`config.mk`:
```
export PLATFORM = sky130hd
export DESIGN_NAME = irq_route_ctrl
export DESIGN_NICKNAME = d
export VERILOG_FILES = /design/src/rtl/irq_route_pkg.sv /design/src/rtl/irq_route_dec.sv /design/src/rtl/irq_route_regs.sv /design/src/rtl/irq_route_fabric.sv /design/src/rtl/irq_route_ctrl.sv
export SDC_FILE = /design/constraint.sdc
export NUM_CORES = 1
export LEC_CHECK = 0
export BUFFER_PORTS_ARGS = -buffer_cell sky130_fd_sc_hd__buf_2
export CAP_MARGIN = 20
export CELL_PAD_IN_SITES_DETAIL_PLACEMENT = 1
export CELL_PAD_IN_SITES_GLOBAL_PLACEMENT = 1
export CORE_ASPECT_RATIO = 0.9
export CORE_MARGIN = 8
export CORE_UTILIZATION = 30
export CTS_BUF_LIST = sky130_fd_sc_hd__clkbuf_2 sky130_fd_sc_hd__clkbuf_4 sky130_fd_sc_hd__clkbuf_8
export DETAILED_ROUTE_END_ITERATION = 16
export MAX_ROUTING_LAYER = met4
export PLACE_DENSITY = 0.65
export SLEW_MARGIN = 20
export SYNTH_ARGS = -nofsm -noshare
export SYNTH_HDL_FRONTEND = slang
export SYNTH_HIERARCHICAL = 1
export SYNTH_SLANG_ARGS = --single-unit
```
`constraint.sdc`:
```
create_clock -name clk -period 3.1 [get_ports clk]
set_input_delay 0.465 -clock clk [delete_from_list [all_inputs] [get_ports clk]]
set_output_delay 0.465 -clock clk [all_outputs]
set_load 0.02 [all_outputs]
```
`src/rtl/irq_route_pkg.sv`:
```
package irq_route_pkg;
  localparam int DW          = 32;
  localparam int OFS_STAT    = 'h20;
  localparam int OFS_EN      = 'h24;
  localparam int OFS_SET     = 'h28;
  localparam int OFS_CLR     = 'h2C;
  localparam int OFS_CORE    = 'h40;
  localparam int CORE_STRIDE = 8;

  typedef struct packed {
    logic route;
    logic stat;
    logic en_rd;
    logic set;
    logic clr;
    logic core;
  } acc_hit_t;
endpackage

```
`src/rtl/irq_route_dec.sv`:
```
module irq_route_dec
  import irq_route_pkg::*;
#(
  parameter int N_SRC  = 32,
  parameter int N_CORE = 4,
  parameter int ADDR_W = 8
) (
  input  logic [ADDR_W-1:0]          addr,
  input  logic [2:0]                 len,
  output acc_hit_t                   hit,
  output logic [$clog2(N_CORE)-1:0]  core_idx
);
  localparam int CW = $clog2(N_CORE);
  localparam logic [ADDR_W-1:0] A_STAT = ADDR_W'(OFS_STAT);
  localparam logic [ADDR_W-1:0] A_EN   = ADDR_W'(OFS_EN);
  localparam logic [ADDR_W-1:0] A_SET  = ADDR_W'(OFS_SET);
  localparam logic [ADDR_W-1:0] A_CLR  = ADDR_W'(OFS_CLR);
  localparam logic [ADDR_W-1:0] A_CORE = ADDR_W'(OFS_CORE);
  localparam logic [ADDR_W-1:0] A_SPAN = ADDR_W'(CORE_STRIDE * N_CORE);
  localparam logic [ADDR_W-1:0] A_NSRC = ADDR_W'(N_SRC);

  logic              word_ok;
  logic [ADDR_W-1:0] offs;

  always_comb begin
    word_ok   = (len == 3'd4) && (addr[1:0] == 2'b00);
    offs      = addr - A_CORE;
    hit.route = (len == 3'd1) && (addr < A_NSRC);
    hit.stat  = word_ok && (addr == A_STAT);
    hit.en_rd = word_ok && (addr == A_EN);
    hit.set   = word_ok && (addr == A_SET);
    hit.clr   = word_ok && (addr == A_CLR);
    hit.core  = word_ok && (addr >= A_CORE) && (offs < A_SPAN) && (offs[2:0] == 3'b000);
    core_idx  = offs[CW+2:3];
  end
endmodule

```
`src/rtl/irq_route_regs.sv`:
```
module irq_route_regs
  import irq_route_pkg::*;
#(
  parameter int N_SRC = 32
) (
  input  logic                       clk,
  input  logic                       rst_n,
  input  logic                       wr,
  input  acc_hit_t                   hit,
  input  logic [$clog2(N_SRC)-1:0]   idx,
  input  logic [DW-1:0]              wdata,
  output logic [N_SRC-1:0][7:0]      route_q,
  output logic [N_SRC-1:0]           en_q
);
  logic [N_SRC-1:0] wmask;
  assign wmask = wdata[N_SRC-1:0];

  always_ff @(posedge clk or negedge rst_n) begin
    if (!rst_n) begin
      route_q <= '0;
      en_q    <= '0;
    end else if (wr) begin
      if (hit.route) route_q[idx] <= wdata[7:0];
      if (hit.set)      en_q <= en_q | wmask;
      else if (hit.clr) en_q <= en_q & ~wmask;
    end
  end


  en_set_chk: assert property (@(posedge clk) disable iff (!rst_n)
    (wr && hit.set) |=> ((en_q & $past(wmask)) == $past(wmask)));


  en_clr_chk: assert property (@(posedge clk) disable iff (!rst_n)
    (wr && hit.clr) |=> ((en_q & $past(wmask)) == '0));


  bad_wr_chk: assert property (@(posedge clk) disable iff (!rst_n)
    (wr && !hit.route && !hit.set && !hit.clr) |=> ($stable(en_q) && $stable(route_q)));
endmodule

```
`src/rtl/irq_route_fabric.sv`:
```
module irq_route_fabric #(
  parameter int N_SRC  = 32,
  parameter int N_CORE = 4,
  parameter int N_PIN  = 4
) (
  input  logic                          clk,
  input  logic                          rst_n,
  input  logic [N_SRC-1:0]              lvl,
  input  logic [N_SRC-1:0]              en,
  input  logic [N_SRC-1:0][7:0]         route,
  output logic [N_SRC-1:0]              glob,
  output logic [N_CORE-1:0][N_SRC-1:0]  core_stat,
  output logic [N_CORE*N_PIN-1:0]       irq_out
);
  logic [N_PIN-1:0][N_SRC-1:0] pin_stat;

  assign glob = lvl & en;

  for (genvar s = 0; s < N_SRC; s++) begin : g_src
    for (genvar c = 0; c < N_CORE; c++) begin : g_core
      assign core_stat[c][s] = glob[s] & route[s][c];
    end
    for (genvar i = 0; i < N_PIN; i++) begin : g_pin
      assign pin_stat[i][s] = glob[s] & route[s][4+i];
    end
  end

  for (genvar c = 0; c < N_CORE; c++) begin : g_oc
    for (genvar i = 0; i < N_PIN; i++) begin : g_oi
      assign irq_out[c*N_PIN+i] = (|core_stat[c]) & (|pin_stat[i]);
    end
  end


  quiet_out_chk: assert property (@(posedge clk) disable iff (!rst_n)
    ((lvl & en) == '0) |-> (irq_out == '0));
endmodule

```
`src/rtl/irq_route_ctrl.sv`:
```
module irq_route_ctrl
  import irq_route_pkg::*;
#(
  parameter int N_SRC  = 32,
  parameter int N_CORE = 4,
  parameter int N_PIN  = 4,
  parameter int ADDR_W = 8
) (
  input  logic                    clk,
  input  logic                    rst_n,
  input  logic [N_SRC-1:0]        irq_in,
  input  logic [ADDR_W-1:0]       bus_addr,
  input  logic [2:0]              bus_len,
  input  logic                    bus_wr,
  input  logic [DW-1:0]           bus_wdata,
  output logic [DW-1:0]           bus_rdata,
  output logic [N_CORE*N_PIN-1:0] irq_out
);
  localparam int SW = $clog2(N_SRC);
  localparam int CW = $clog2(N_CORE);

  acc_hit_t                   hit;
  logic [CW-1:0]              core_idx;
  logic [N_SRC-1:0][7:0]      route_q;
  logic [N_SRC-1:0]           en_q;
  logic [N_SRC-1:0]           glob;
  logic [N_CORE-1:0][N_SRC-1:0] core_stat;

  irq_route_dec #(.N_SRC(N_SRC), .N_CORE(N_CORE), .ADDR_W(ADDR_W)) u_dec (
    .addr(bus_addr), .len(bus_len), .hit(hit), .core_idx(core_idx)
  );

  irq_route_regs #(.N_SRC(N_SRC)) u_regs (
    .clk(clk), .rst_n(rst_n), .wr(bus_wr), .hit(hit),
    .idx(bus_addr[SW-1:0]), .wdata(bus_wdata),
    .route_q(route_q), .en_q(en_q)
  );

  irq_route_fabric #(.N_SRC(N_SRC), .N_CORE(N_CORE), .N_PIN(N_PIN)) u_fab (
    .clk(clk), .rst_n(rst_n), .lvl(irq_in), .en(en_q), .route(route_q),
    .glob(glob), .core_stat(core_stat), .irq_out(irq_out)
  );

  always_comb begin
    bus_rdata = '0;
    if (hit.route)      bus_rdata = DW'(route_q[bus_addr[SW-1:0]]);
    else if (hit.stat)  bus_rdata = DW'(glob);
    else if (hit.en_rd) bus_rdata = DW'(en_q);
    else if (hit.core)  bus_rdata = DW'(core_stat[core_idx]);
  end


  core_gap_chk: assert property (@(posedge clk) disable iff (!rst_n)
    ((bus_len == 3'd4) && (bus_addr >= ADDR_W'(OFS_CORE)) && (bus_addr[2:0] != 3'b000))
      |-> (bus_rdata == '0));
endmodule

```
==> metrics <==
status=finished with violations; failing checks=negative setup slack; TritonCTS buffer count=53; Mapped Cells=1523; critical path class=flip-flop to output pin; syn nets=1601; 1st-iter DRT viols=1200; internal power=6.21 mW; Layout area overhead=22.8%; Routed Antenna Nets=0; Worst-Margin Slew=925 ps; final worst slack=-57.8 ps; post-synth top area cell=dfrtp_1; PortBufs=125; Worst path slowest cell=or4_4; startpoint types=flip-flop; wire per inst=28.1 microns; maximum resistive drop on vdd=231 uV; switching power total=2.19 mW; setup slack, reg-to-reg=2100 ps; CTS max path bufs=3; Stages on worst setup path=6; Synth Register Bits=288; CTS tree=yes; root buf cell=clkbuf_8; Core ar.=0.0569 sq mm; layout cell share with drive strength beyond 1=49.7%; Clock power frac=46.7%; post-DR vias/cell=5.74; library cells used by synthesis=50; period utilization=102%; CP arrival=2690 ps; total power=8.40 mW; Cell Pwr Density=397 mW/mm^2; MaxCap Viol Count=0; synthesized area per cell=11.3 sq um; Sw Ratio=26.1%; dpl ws=2.02 ps; aggregate routed wire length=69.5 mm; Hold Crit Start=bus_wdata[30]; leak pwr=10.2 nW; crit path max fanout=7; Tmin final=3160 ps; First-pass DRT Iterations=5; Max stage delay on crit path=620 ps; top post-synthesis cells by area=dfrtp_1, mux2_2, mux2i_1, a22oi_1, and3_1; Layout Skew=0 ps; crit path capture type=output pin; unrepaired setup endpoints after global routing=yes; num rows=83; Max Slew Vio Count=0; IO Pins=126; Starting Density=30.2%; number of hold violations in the final report=0; GPL Wtd Cong=0.981; global-route wire length before repair=101 mm; die area=0.0653 sq mm; Worst-path clk slew=60 ps; Hold Crit Depth=3; most frequent cells in the layout=mux2_2, dfrtp_1, mux2i_1; Buffers & Inverters on Critical Path=1; Total GRT Usage=21.1%; Most Frequent Cell on Critical Path=and2_4; share of the synthesized area in the top cell type=41.9%; Final HPWL DP=51.0 mm; Die Y-Extent=243 microns; clk_lat worst skew=660 ps; slew margin rel.=38.4%; Post-DP Area=0.0190 sq mm; Seq/Total Area, Yosys=41.9%; CP required=2630 ps; clk sinks=288; largest net degree at the start of global routing=94; GRT overflow=0; warnings from Yosys=6; Worst R2R Path Depth=2; via count=14178; Layout Nets=1740; Critical Path, Cell by Cell=and2_4 > a22oi_2 > nand4_1 > or4_4 > and2_4 > buf_6; share of total power in sequential cells=45.4%; CP delay by family, top=simple AND/OR/NAND/NOR gates; initial antenna violation count=2; commonest non-fill, non-tap cell in the layout=mux2_2; Finished Core Util=37.1%; Worst Hold Class=primary input to flip-flop; final setup fails=7; Die X=268 microns; Combinational Power Share=7.9%; fin area=0.0211 sq mm; fmax=317 MHz; vias in the first global route=14865; H-tree Lvls=2; Cell Area, Synth=0.0172 sq mm; Post-route DRC=0
[power by group through the flow]
| stage | clock network (mW) | registers (mW) | logic (mW) |
|---|---|---|---|
| after floorplan | 0 | 3.87 | 0.300 |
| after global placement | 0 | 3.88 | 0.626 |
| after detailed placement | 0 | 3.88 | 0.640 |
| after CTS | 4.02 | 3.81 | 0.649 |
| after global routing | 4.19 | 3.82 | 0.704 |
| final | 3.92 | 3.82 | 0.665 |
[Yosys cell counts, drive strengths merged]
master   instances
a21oi           72
nand2b           4
a221oi           8
nor3b            3
or4b             2
nand4           17
nand2           54
mux2           288
or4             20
nor2            78
o21a             1
nor4b            1
nand3b           3
and3           128
or3b             2
nand4bb          1
nor3             2
inv              8
or2              2
mux2i          128
and2            57
nand4b           6
nor2b            3
and4             1
nand3            1
buf             39
and4b            2
mux4            32
dfrtp          288
clkbuf          91
nor4            28
and4bb           1
a22oi          152
[stage by stage]
step / TNS, ps / std cells / hold WS, ps
final: -232 / 2471 / 128
after global placement: -21.2 / 2356 / 315
after floorplan: 0 / 1523 / 169
after detailed placement: 0 / 2356 / 316
after global routing: -838 / 2470 / 109
after CTS: -453 / 2463 / 86.0
[worst paths after layout]
kind,endpoint
max,irq_out[5]
min,flip-flop
max reg2reg,flip-flop
min reg2reg,u_regs/route_q[89]$_DFFE_PN0P_
max in group asynchronous,async pin
min in group asynchronous,async pin
[logic make-up after synthesis]
| group | count (synthesis) | share of synthesized area (%) |
|---|---|---|
| flip-flops | 288 | 41.9 |
| AO/OA/AOI/OAI | 233 | 9.18 |
| AND/OR/NAND/NOR | 416 | 14.7 |
| buffers and inverters | 138 | 3.80 |
| multiplexers | 448 | 30.5 |
[what timing repair did]
action / 4_1_cts / 5_1_grt
hold buffers: 1 / 0
endpoints found under the hold margin: 135 / 0
pin swaps: 36 / 36
buffers inserted: 10 / 7
gates cloned: 0 / 1
setup endpoints to repair: 23 / 43
resized for setup: 173 / 88
[layer usage]
| metal | routed length (microns) | track usage, % | up-vias |
|---|---|---|---|
| met4 | 1520 | 5.02 | 0 |
| met5 | 0 | - | - |
| li1 | - | - | 6067 |
| met3 | 5650 | 4.67 | 106 |
| met1 | 30600 | 28.4 | 7443 |
| met2 | 31700 | 32.1 | 562 |
[worst min-delay path, cell delays in order]
cell,delay (ps)
buf_2,100
nand2_1,50
mux2_2,140
[layout make-up]
type                       count  area (sq um)
fill                        6207         35800
multi-input combinational   1097          9990
sequential                   288          7240
timing repair buffer         214          1770
clock buffer                  82          1070
tap                          765           957
clock inverter                14          75.1
inverter                       8          30.0
antenna                        3          7.51
No activity file was read; power rests on OpenSTA's default activity.
